[src/rtl/spd_pkg.sv]
// Shared constants and types for the presence-detect serial store.
// Assumes 8-bit bus bytes and an 8-bit word pointer.
package spd_pkg;
    localparam int BYTE_W = 8;
    localparam int PTR_W  = 8;
    localparam int STRAP_W = 3;
    localparam logic [3:0] DEV_PREFIX = 4'b1010;

    typedef enum logic [3:0] {
        ST_IDLE, ST_DEV, ST_DEV_ACK, ST_WORD, ST_WORD_ACK,
        ST_WDATA, ST_WDATA_ACK, ST_RD, ST_RACK, ST_IGNORE
    } proto_state_t;

    // True when the received 7-bit address matches the prefix plus straps.
    function automatic logic dev_match(input logic [6:0] a,
                                       input logic [STRAP_W-1:0] s);
        return a == {DEV_PREFIX, s};
    endfunction
endpackage

[src/rtl/spd_line_sync.sv]
// Synchronises one bus line into clk and flags its edges.
// Assumes the line idles high and holds each level for several clk cycles.
module spd_line_sync #(
    parameter int STAGES = 2
) (
    input  logic clk,
    input  logic rst_n,
    input  logic line_in,
    output logic level,
    output logic rise,
    output logic fall
);
    logic [STAGES:0] chain;

    // Shift the raw line through the synchroniser plus one history stage.
    always_ff @(posedge clk) begin
        if (!rst_n) chain <= '1;
        else        chain <= {chain[STAGES-1:0], line_in};
    end

    assign level = chain[STAGES-1];
    assign rise  = chain[STAGES-1] & ~chain[STAGES];
    assign fall  = ~chain[STAGES-1] & chain[STAGES];
endmodule

[src/rtl/spd_store.sv]
// Byte store: lower half loaded by the preload port, any byte by the bus side.
// Assumes the caller already restricts bus writes to the allowed region.
module spd_store #(
    parameter int AW = 8,
    parameter int DW = 8
) (
    input  logic          clk,
    input  logic          rst_n,
    input  logic          pre_en,
    input  logic [AW-2:0] pre_addr,
    input  logic [DW-1:0] pre_data,
    input  logic          we,
    input  logic [AW-1:0] waddr,
    input  logic [DW-1:0] wdata,
    input  logic [AW-1:0] raddr,
    output logic [DW-1:0] rdata
);
    localparam int DEPTH = 1 << AW;
    logic [DW-1:0] cells [DEPTH];

    // Clear on reset; accept preload and bus writes afterwards.
    always_ff @(posedge clk) begin
        if (!rst_n) begin
            for (int i = 0; i < DEPTH; i++) cells[i] <= '0;
        end else begin
            if (pre_en) cells[{1'b0, pre_addr}] <= pre_data;
            if (we)     cells[waddr] <= wdata;
        end
    end

    assign rdata = cells[raddr];
endmodule

[src/rtl/spd_proto.sv]
// Bus protocol engine: address match, acknowledge, pointer and byte shifting.
// Assumes edge flags from synchronised lines; SCL low lasts several clk cycles.
module spd_proto
    import spd_pkg::*;
(
    input  logic               clk,
    input  logic               rst_n,
    input  logic               scl_rise,
    input  logic               scl_fall,
    input  logic               sda_lvl,
    input  logic               start_evt,
    input  logic               stop_evt,
    input  logic [STRAP_W-1:0] strap,
    input  logic               wr_lock,
    input  logic [BYTE_W-1:0]  rd_data,
    output logic               pull,
    output logic               mem_we,
    output logic [PTR_W-1:0]   mem_waddr,
    output logic [BYTE_W-1:0]  mem_wdata,
    output logic [PTR_W-1:0]   ptr,
    output logic               ptr_step,
    output logic               ignoring
);
    proto_state_t      state;
    logic [BYTE_W-1:0] shreg;
    logic [2:0]        bitcnt;
    logic              got;
    logic              rw;
    logic              mack;

    // Walk the bus frame one SCL edge at a time.
    always_ff @(posedge clk) begin
        if (!rst_n) begin
            state     <= ST_IDLE;
            shreg     <= '0;
            bitcnt    <= '0;
            got       <= 1'b0;
            rw        <= 1'b0;
            mack      <= 1'b0;
            pull      <= 1'b0;
            mem_we    <= 1'b0;
            mem_waddr <= '0;
            mem_wdata <= '0;
            ptr       <= '0;
            ptr_step  <= 1'b0;
        end else begin
            mem_we   <= 1'b0;
            ptr_step <= 1'b0;
            if (start_evt) begin
                state  <= ST_DEV;
                bitcnt <= '0;
                got    <= 1'b0;
                pull   <= 1'b0;
            end else if (stop_evt) begin
                state <= ST_IDLE;
                got   <= 1'b0;
                pull  <= 1'b0;
            end else begin
                case (state)
                    ST_DEV, ST_WORD, ST_WDATA: begin
                        if (scl_rise) begin
                            shreg  <= {shreg[BYTE_W-2:0], sda_lvl};
                            bitcnt <= bitcnt + 3'd1;
                            if (bitcnt == 3'd7) got <= 1'b1;
                        end else if (scl_fall && got) begin
                            got    <= 1'b0;
                            bitcnt <= '0;
                            if (state == ST_DEV) begin
                                if (dev_match(shreg[7:1], strap)) begin
                                    pull  <= 1'b1;
                                    rw    <= shreg[0];
                                    state <= ST_DEV_ACK;
                                end else begin
                                    state <= ST_IGNORE;
                                end
                            end else if (state == ST_WORD) begin
                                ptr   <= shreg;
                                pull  <= 1'b1;
                                state <= ST_WORD_ACK;
                            end else begin
                                mem_we    <= ptr[PTR_W-1] && !wr_lock;
                                mem_waddr <= ptr;
                                mem_wdata <= shreg;
                                ptr       <= ptr + 1'b1;
                                ptr_step  <= 1'b1;
                                pull      <= 1'b1;
                                state     <= ST_WDATA_ACK;
                            end
                        end
                    end
                    ST_DEV_ACK: begin
                        if (scl_fall) begin
                            if (rw) begin
                                shreg    <= rd_data;
                                pull     <= ~rd_data[BYTE_W-1];
                                ptr      <= ptr + 1'b1;
                                ptr_step <= 1'b1;
                                bitcnt   <= '0;
                                state    <= ST_RD;
                            end else begin
                                pull  <= 1'b0;
                                state <= ST_WORD;
                            end
                        end
                    end
                    ST_WORD_ACK, ST_WDATA_ACK: begin
                        if (scl_fall) begin
                            pull  <= 1'b0;
                            state <= ST_WDATA;
                        end
                    end
                    ST_RD: begin
                        if (scl_fall) begin
                            if (bitcnt == 3'd7) begin
                                pull  <= 1'b0;
                                state <= ST_RACK;
                            end else begin
                                shreg  <= {shreg[BYTE_W-2:0], 1'b0};
                                pull   <= ~shreg[BYTE_W-2];
                                bitcnt <= bitcnt + 3'd1;
                            end
                        end
                    end
                    ST_RACK: begin
                        if (scl_rise) begin
                            mack <= ~sda_lvl;
                        end else if (scl_fall) begin
                            if (mack) begin
                                shreg    <= rd_data;
                                pull     <= ~rd_data[BYTE_W-1];
                                ptr      <= ptr + 1'b1;
                                ptr_step <= 1'b1;
                                bitcnt   <= '0;
                                state    <= ST_RD;
                            end else begin
                                state <= ST_IGNORE;
                            end
                        end
                    end
                    default: ;
                endcase
            end
        end
    end

    assign ignoring = (state == ST_IGNORE);
endmodule

[src/rtl/spd_store_slave.sv]
// Top: presence-detect serial store slave with strap address and write lock.
// Assumes clk runs at least 16 times faster than SCL.
module spd_store_slave
    import spd_pkg::*;
#(
    parameter int SYNC_STAGES = 2
) (
    input  logic               clk,
    input  logic               rst_n,
    input  logic               scl_in,
    input  logic               sda_in,
    output logic               sda_pull,
    input  logic [STRAP_W-1:0] strap,
    input  logic               wr_lock,
    input  logic               preload_en,
    input  logic [PTR_W-2:0]   preload_addr,
    input  logic [BYTE_W-1:0]  preload_data
);
    localparam int NLINES = 2;

    logic [NLINES-1:0] raw, lvl, rse, fal;
    assign raw = {sda_in, scl_in};

    for (genvar g = 0; g < NLINES; g++) begin : g_sync
        spd_line_sync #(.STAGES(SYNC_STAGES)) u_sync (
            .clk(clk), .rst_n(rst_n), .line_in(raw[g]),
            .level(lvl[g]), .rise(rse[g]), .fall(fal[g])
        );
    end

    logic scl_lvl, start_evt, stop_evt;
    assign scl_lvl   = lvl[0];
    assign start_evt = fal[1] & lvl[0];
    assign stop_evt  = rse[1] & lvl[0];

    logic              mem_we, ptr_step, ignoring;
    logic [PTR_W-1:0]  mem_waddr, ptr_cur;
    logic [BYTE_W-1:0] mem_wdata, rd_data;

    spd_proto u_proto (
        .clk(clk), .rst_n(rst_n),
        .scl_rise(rse[0]), .scl_fall(fal[0]), .sda_lvl(lvl[1]),
        .start_evt(start_evt), .stop_evt(stop_evt),
        .strap(strap), .wr_lock(wr_lock), .rd_data(rd_data),
        .pull(sda_pull), .mem_we(mem_we), .mem_waddr(mem_waddr),
        .mem_wdata(mem_wdata), .ptr(ptr_cur), .ptr_step(ptr_step),
        .ignoring(ignoring)
    );

    spd_store #(.AW(PTR_W), .DW(BYTE_W)) u_store (
        .clk(clk), .rst_n(rst_n),
        .pre_en(preload_en), .pre_addr(preload_addr), .pre_data(preload_data),
        .we(mem_we), .waddr(mem_waddr), .wdata(mem_wdata),
        .raddr(ptr_cur), .rdata(rd_data)
    );
endmodule

[config.mk]
export PLATFORM = sky130hd
export DESIGN_NAME = spd_store_slave
export DESIGN_NICKNAME = d
export VERILOG_FILES = /design/src/rtl/spd_pkg.sv /design/src/rtl/spd_line_sync.sv /design/src/rtl/spd_store.sv /design/src/rtl/spd_proto.sv /design/src/rtl/spd_store_slave.sv
export SDC_FILE = /design/constraint.sdc
export NUM_CORES = 2
export LEC_CHECK = 0
export BUFFER_PORTS_ARGS = -buffer_cell sky130_fd_sc_hd__buf_2
export CORE_ASPECT_RATIO = 0.5
export CORE_UTILIZATION = 58
export CTS_BUF_LIST = sky130_fd_sc_hd__clkbuf_16
export DETAILED_ROUTE_END_ITERATION = 8
export PLACE_DENSITY = 0.78
export SKIP_LAST_GASP = 1
export SLEW_MARGIN = 20
export SYNTH_ARGS = -nofsm -noshare
export SYNTH_HDL_FRONTEND = slang
export SYNTH_SLANG_ARGS = --single-unit
export TNS_END_PERCENT = 50
[constraint.sdc]
create_clock -name clk -period 2.7 [get_ports clk]
set_input_delay 0.135 -clock clk [delete_from_list [all_inputs] [get_ports clk]]
set_output_delay 0.135 -clock clk [all_outputs]
set_load 0.02 [all_outputs]
=== Yosys cells after proc, flatten, opt, wreduce, memory -nomap -nowiden ===
Memory sizes are Yosys's and may differ from the RTL's. A register that Yosys moved wholly into a read port is not among the register bits.
Index checks and enable logic that the tools add are counted.

* Order comparisons: 0
* Reductions and logical operators: 25
* $mul: 0
* $add $sub $neg: 2
* Mux-type cells: 76
* Bitwise logic cells: 20
* Shifts and indexed selects: 0
* Divide/modulo/power cells: 0
* Equality and inequality tests: 34

{| class="wikitable"
|+ Operators with widths
! cell !! count
|-
| 8-bit 2-to-1 mux || 23
|-
| 4-bit 2-to-1 mux || 11
|-
| 8-bit case mux with 4 select lines || 1
|-
| 3-bit 2-to-1 mux || 10
|-
| 1-bit 2-to-1 mux || 26
|-
| 4-bit by 3-bit inequality test with 1-bit output, second input constant || 6
|-
| 8-bit case mux with 3 select lines || 1
|-
| 8-bit OR reduction || 3
|-
| 11-bit AND reduction || 2
|-
| 4-bit case mux with 5 select lines || 1
|-
| 10-bit AND reduction || 2
|-
| 2-bit by 1-bit inequality test with 1-bit output, second input constant || 9
|-
| 9-bit AND reduction || 2
|-
| 4-bit by 3-bit == test with 1-bit output, second input constant || 4
|-
| 1-bit inverter || 14
|-
| 7-bit AND reduction || 2
|-
| 3-bit case mux with 4 select lines || 1
|-
| 2-bit inequality test, second input constant || 5
|-
| 8-bit by 1-bit adder with 8-bit output, second input constant || 1
|-
| 4-bit by 2-bit == test with 1-bit output, second input constant || 2
|-
| 4-bit inequality test, second input constant || 2
|-
| 7-bit == test || 1
|-
| 7-bit nonzero test || 1
|-
| 1-bit bitwise AND || 6
|-
| other kinds (18) || 21
|}

* RAM bits: 2048
* Flip-flop bits (word level): 50
* Input bits: 24
* Output and inout port bits: 1
* Bits in read-only memories: 0
* Memories: 1
* Bits in latches: 0

{| class="wikitable"
|+ Memory list
! memory !! depth !! width !! rd ports !! clocked after memory_dff !! wr ports !! RTL line !! RTL
|-
| u_store.cells || 256 || 8 || 1 || 1 || 256 || spd_store.sv:19 || <nowiki>logic [DW-1:0] cells [DEPTH];</nowiki>
|}

=== Longest topological paths before layout ===
* Word-level depth: 8
* Depth in mapped cells: 12
* Mapped depth without buffers: 9

=== Hierarchy ===
A second synthesis with hierarchy kept.

* Cells, all modules: 7114
* Area, all modules: 102708.5 µm²

{| class="wikitable"
|+ Modules (own cells, without submodules)
! module !! seq. area each (µm²) !! cells an instance !! area an instance (µm²) !! instances
|-
| spd_store || 61499.0 || 6790 || 99872.0 || 1
|-
| spd_proto || 900.9 || 306 || 2641.3 || 1
|-
| spd_line_sync || 60.1 || 8 || 91.3 || 2
|-
| spd_store_slave || 0.0 || 2 || 12.5 || 1
|}

=== Least setup slack after synthesis ===
Ideal clock, no wire load.

* Path kind: flip-flop to flip-flop
* From: register (tool-made name)
* To: register u_proto.shreg[2]
* Data required time: 2575 ps
* Stages on the path, launching flop included: 11
* Path slack: 124 ps
* Data arrival time: 2450 ps
* Path buffers: 4
* Period minus slack after synthesis: 2576 ps
* Path through: dfxtp_1 -> buf_6 -> buf_8 -> buf_6 -> buf_2 -> mux4_2 -> mux4_2 -> a211oi_1 -> nand2_1 -> nand3_1 -> a31oi_1

{| class="wikitable"
|+ RTL lines
! item !! RTL line !! RTL
|-
| end signal: assignment || spd_proto.sv:62 || <nowiki>shreg <= {shreg[BYTE_W-2:0], sda_lvl};</nowiki>
|-
| end signal: assignment || spd_proto.sv:94 || <nowiki>shreg <= rd_data;</nowiki>
|-
| end signal: assignment || spd_proto.sv:118 || <nowiki>shreg <= {shreg[BYTE_W-2:0], 1'b0};</nowiki>
|-
| end: declaration || spd_proto.sv:25 || <nowiki>logic [BYTE_W-1:0] shreg;</nowiki>
|}

==> results.py <==
metrics = {
    "status": {
        "outcome": "complete, but fails checks",
        "violations": "setup timing",
    },
    "synth": {
        "ys.warnings.count": 0,
        "ys_top_cells_by_area": "edfxtp_1, mux4_2, a22o_1",
        "synth_top_area_cell": "edfxtp_1",
        "synth_nets": 6844,
        "ys_seq_area_share_pct": 61.37,
        "synth_edf_count": 2048,
        "synth_commonest_cells": "edfxtp_1, a22o_1, and2_1, mux4_2, clkbuf_1",
        "async_flop_share_pct": 0,
        "synth-seq-cells": 2106,
        "ys_types": 69,
        "syn-cell-area_um2": 102100,
        "synth_flop_cell": "edfxtp_1",
        "synth_top_area_share_pct": 60.23,
        "synth.avg_cell_area_um2": 14.98,
        "synth_most_common_cell": "edfxtp_1",
        "synth_cells": 6817,
    },
    "sta": {
        "hold_violations": 0,
        "period_minus_slack_ns": 3.041,
        "maxSlewViolCount": 0,
        "fin_setup_tns_ns": -2.771,
        "setup_viol": 19,
        "period_share_pct": 112.6,
        "setup_ws_ns": -0.3406,
        "tightest_slew_ns": 1.162,
        "rsz0062_at_grt": "yes",
        "fmax_ghz": 0.3289,
        "clock_skew_ns": 0.05027,
        "relSlewSlack_pct": 21.95,
    },
    "pwr": {
        "p_seq_share_pct": 43.4,
        "combPwrFrac_pct": 25.2,
        "ir_drop_mv": 0.5059,
        "leakage_nw": 39.33,
        "cellPowerDensity_nw_per_um2": 758.5,
        "total_power_mw": 88.18,
        "clkPwrFrac_pct": 31.4,
        "power_switching_mw": 24.21,
        "intPower_mw": 63.96,
        "swShare_pct": 27.46,
    },
    "grt": {
        "grt_overflow": 0,
        "grt_pass1_wl_mm": 451.2,
        "grt_pass1_vias": 66471,
        "grt_usage_pct": 34.52,
        "antenna_found_initial": 16,
        "grt_max_degree": 105,
    },
    "place": {
        "port_buffers": 24,
        "gp_congestion": 1.002,
        "placed_cells": 9172,
        "dp_hpwl_mm": 203.1,
        "dpl_cell_area_um2": 108600,
    },
    "clocking": {
        "insertion_delay_ns": 0.87,
        "cts_buffer_depth": 4,
        "cts_sinks": 2106,
        "cts-root-buf": "clkbuf_16",
        "cts_tree": "done",
        "numCtsBuffers": 190,
        "clk_pin_slew_ns": 0.07,
        "htreeDepth": 4,
    },
    "detailed_routing": {
        "ant_nets": 0,
        "drt_pass1_iterations": 7,
        "drt_iter0_drc": 11491,
        "via_count": 69141,
        "wl_mm": 313.4,
        "drc": 0,
        "wire_per_inst_um": 32.69,
        "viasPerCell": 7.213,
    },
    "finish": {
        "drive_gt1_share_pct": 23.89,
        "final_net_count": 7149,
        "final_area_um2": 116200,
        "syn_to_final_growth_pct": 13.85,
        "finish.utilization_pct": 66.74,
        "stdcell_count": 9585,
    },
    "critical_path": {
        "critical_path.startpoint_type": "flip-flop",
        "r2r_setup_slack_ns": -0.34,
        "worst-path-max-fanout": 9,
        "end_kind": "flip-flop",
        "crit_type": "reg2reg",
        "timing.rr.end": "u_proto.shreg[3]",
        "crit_arrival_ns": 3.80,
        "worstRegToRegCells": 12,
        "required_ns": 3.46,
    },
    "min_path": {
        "hp-start": "preload_data[6]",
        "hold_path_class": "in2reg",
        "worstHoldEndpoint": "u_store.cells[59][6]",
        "whs_path_depth": 2,
    },
    "die": {
        "die_y_um": 298.7,
        "rows": 108,
        "initial_utilization_pct": 58.62,
        "pin_count": 25,
        "die_x_um": 595.4,
        "fp.dieArea_um2": 177800,
        "core_area_um2": 174200,
    },
    "flow_run": {
        "cap_violations": 0,
    },
}
## layout make-up
| cell class | instances | area [um2] |
|---|---|---|
| Timing Repair Buffer | 760 | 7366 |
| Clock inverter | 147 | 1358 |
| Multi-Input combinational cell | 4050 | 37070 |
| Fill cell | 11256 | 57940 |
| Inverter | 14 | 55.05 |
| Tap cell | 2310 | 2890 |
| Sequential cell | 2106 | 62710 |
| Antenna cell | 7 | 17.52 |
| Clock buffer | 191 | 4780 |
## layer usage
metal | vias up | global-route usage, % | wire length [um]
li1 | 27542 | - | -
met1 | 34554 | 46.61 | 109800
met2 | 6009 | 52.53 | 140900
met3 | 1012 | 11.02 | 47410
met4 | 24 | 13.90 | 14990
met5 | - | 0 | 257
## flip-flops by register name, summed over array words and instances, names as in the netlist, named ones only
register             flops
u_proto.ptr              8
u_proto.got              1
u_proto.mem_waddr        8
u_proto.mack             1
u_proto.pull             1
u_proto.state            4
u_proto.shreg            8
g_sync.u_sync.chain      6
u_store.cells         2048
u_proto.mem_we           1
u_proto.mem_wdata        8
u_proto.rw               1
u_proto.bitcnt           3
## per-stage QoR
step | hold slack (ns) | worst slack (ns)
after floorplan | 0.2117 | 0.1243
final | 0.06003 | -0.3406
after global placement | 0.3192 | -0.6184
after detailed placement | 0.3242 | -0.6264
after global routing | 0.03774 | -0.3636
after CTS | 0.01418 | -0.3454
## power groups by stage
stage	sequential, mW	clock [mW]	combinational, mW
final	38.3	27.7	22.2
after global routing	38.3	28.8	22.8
after CTS	38.2	27.6	20.5
after detailed placement	39.0	0	19.7
after global placement	38.9	0	19.3
after floorplan	38.4	0	13.1
## cell families (layout without fill, tap and decap cells)
kind of cell | after synthesis | count (layout) | synth area share (%)
flip-flops | 2106 | 2106 | 61.37
adder cells (fa/ha/maj) | 3 | 3 | 0.03677
XOR/XNOR | 6 | 6 | 0.05147
AO/OA/AOI/OAI | 1342 | 1342 | 10.69
other | 0 | 7 | 0
AND/OR/NAND/NOR | 2000 | 2000 | 10.73
buffers and inverters | 661 | 1112 | 2.886
multiplexers | 699 | 699 | 14.23
## how the worst max path moves through the flow
stage / to / start / slack (ns) / cells past startpoint
finish: u_proto.shreg[3] / flip-flop / -0.34 / 12
global route: u_proto.shreg[4] / flip-flop / -0.36 / 12
CTS: u_proto.shreg[5] / flip-flop / -0.35 / 12
detailed placement: u_proto.shreg[7] / flip-flop / -0.63 / 12
global placement: u_proto.shreg[7] / flip-flop / -0.62 / 12
floorplan: u_proto.shreg[2] / flip-flop / 0.12 / 10
## worst max-delay path, cell delays in order, from the launching register on
cell       delay, ns
dfxtp_4         0.37
buf_12          0.17
buf_16          0.18
buf_6           0.14
clkbuf_16       0.17
mux4_2          0.49
mux4_2          0.53
mux2i_1         0.18
a22o_1          0.24
nor3_1          0.10
buf_4           0.19
nand3_2         0.09
a31oi_1         0.07
## what timing repair did
action,in CTS,in global routing
hold endpoints to repair,83,0
resized for setup,50,95
setup buffers,15,32
endpoints found under the setup margin,118,388
pin swaps,3,19
gates cloned,3,10
hold buffers,11,0
## cell usage in the layout (no fill, tap or decap), types with 21 or more instances in the layout
master,netlist,layout
edfxtp_1,2048,2048
and2_1,1031,1031
a22o_1,1033,1030
buf_4,24,605
mux4_2,586,590
nor2_1,456,440
nand2_1,206,202
clkbuf_16,0,200
o21ai_0,150,146
nand3b_1,131,131
buf_12,2,92
mux2i_1,94,86
inv_1,10,44
dfxtp_1,58,44
clkinv_1,2,38
clkinv_2,0,37
nand3_1,47,34
a21oi_1,31,27
nor3_1,32,26
bufinv_16,0,26
nor2b_1,28,25
nand2b_1,21,21
a22oi_1,30,21
No activity file was read; power rests on OpenSTA's default activity.
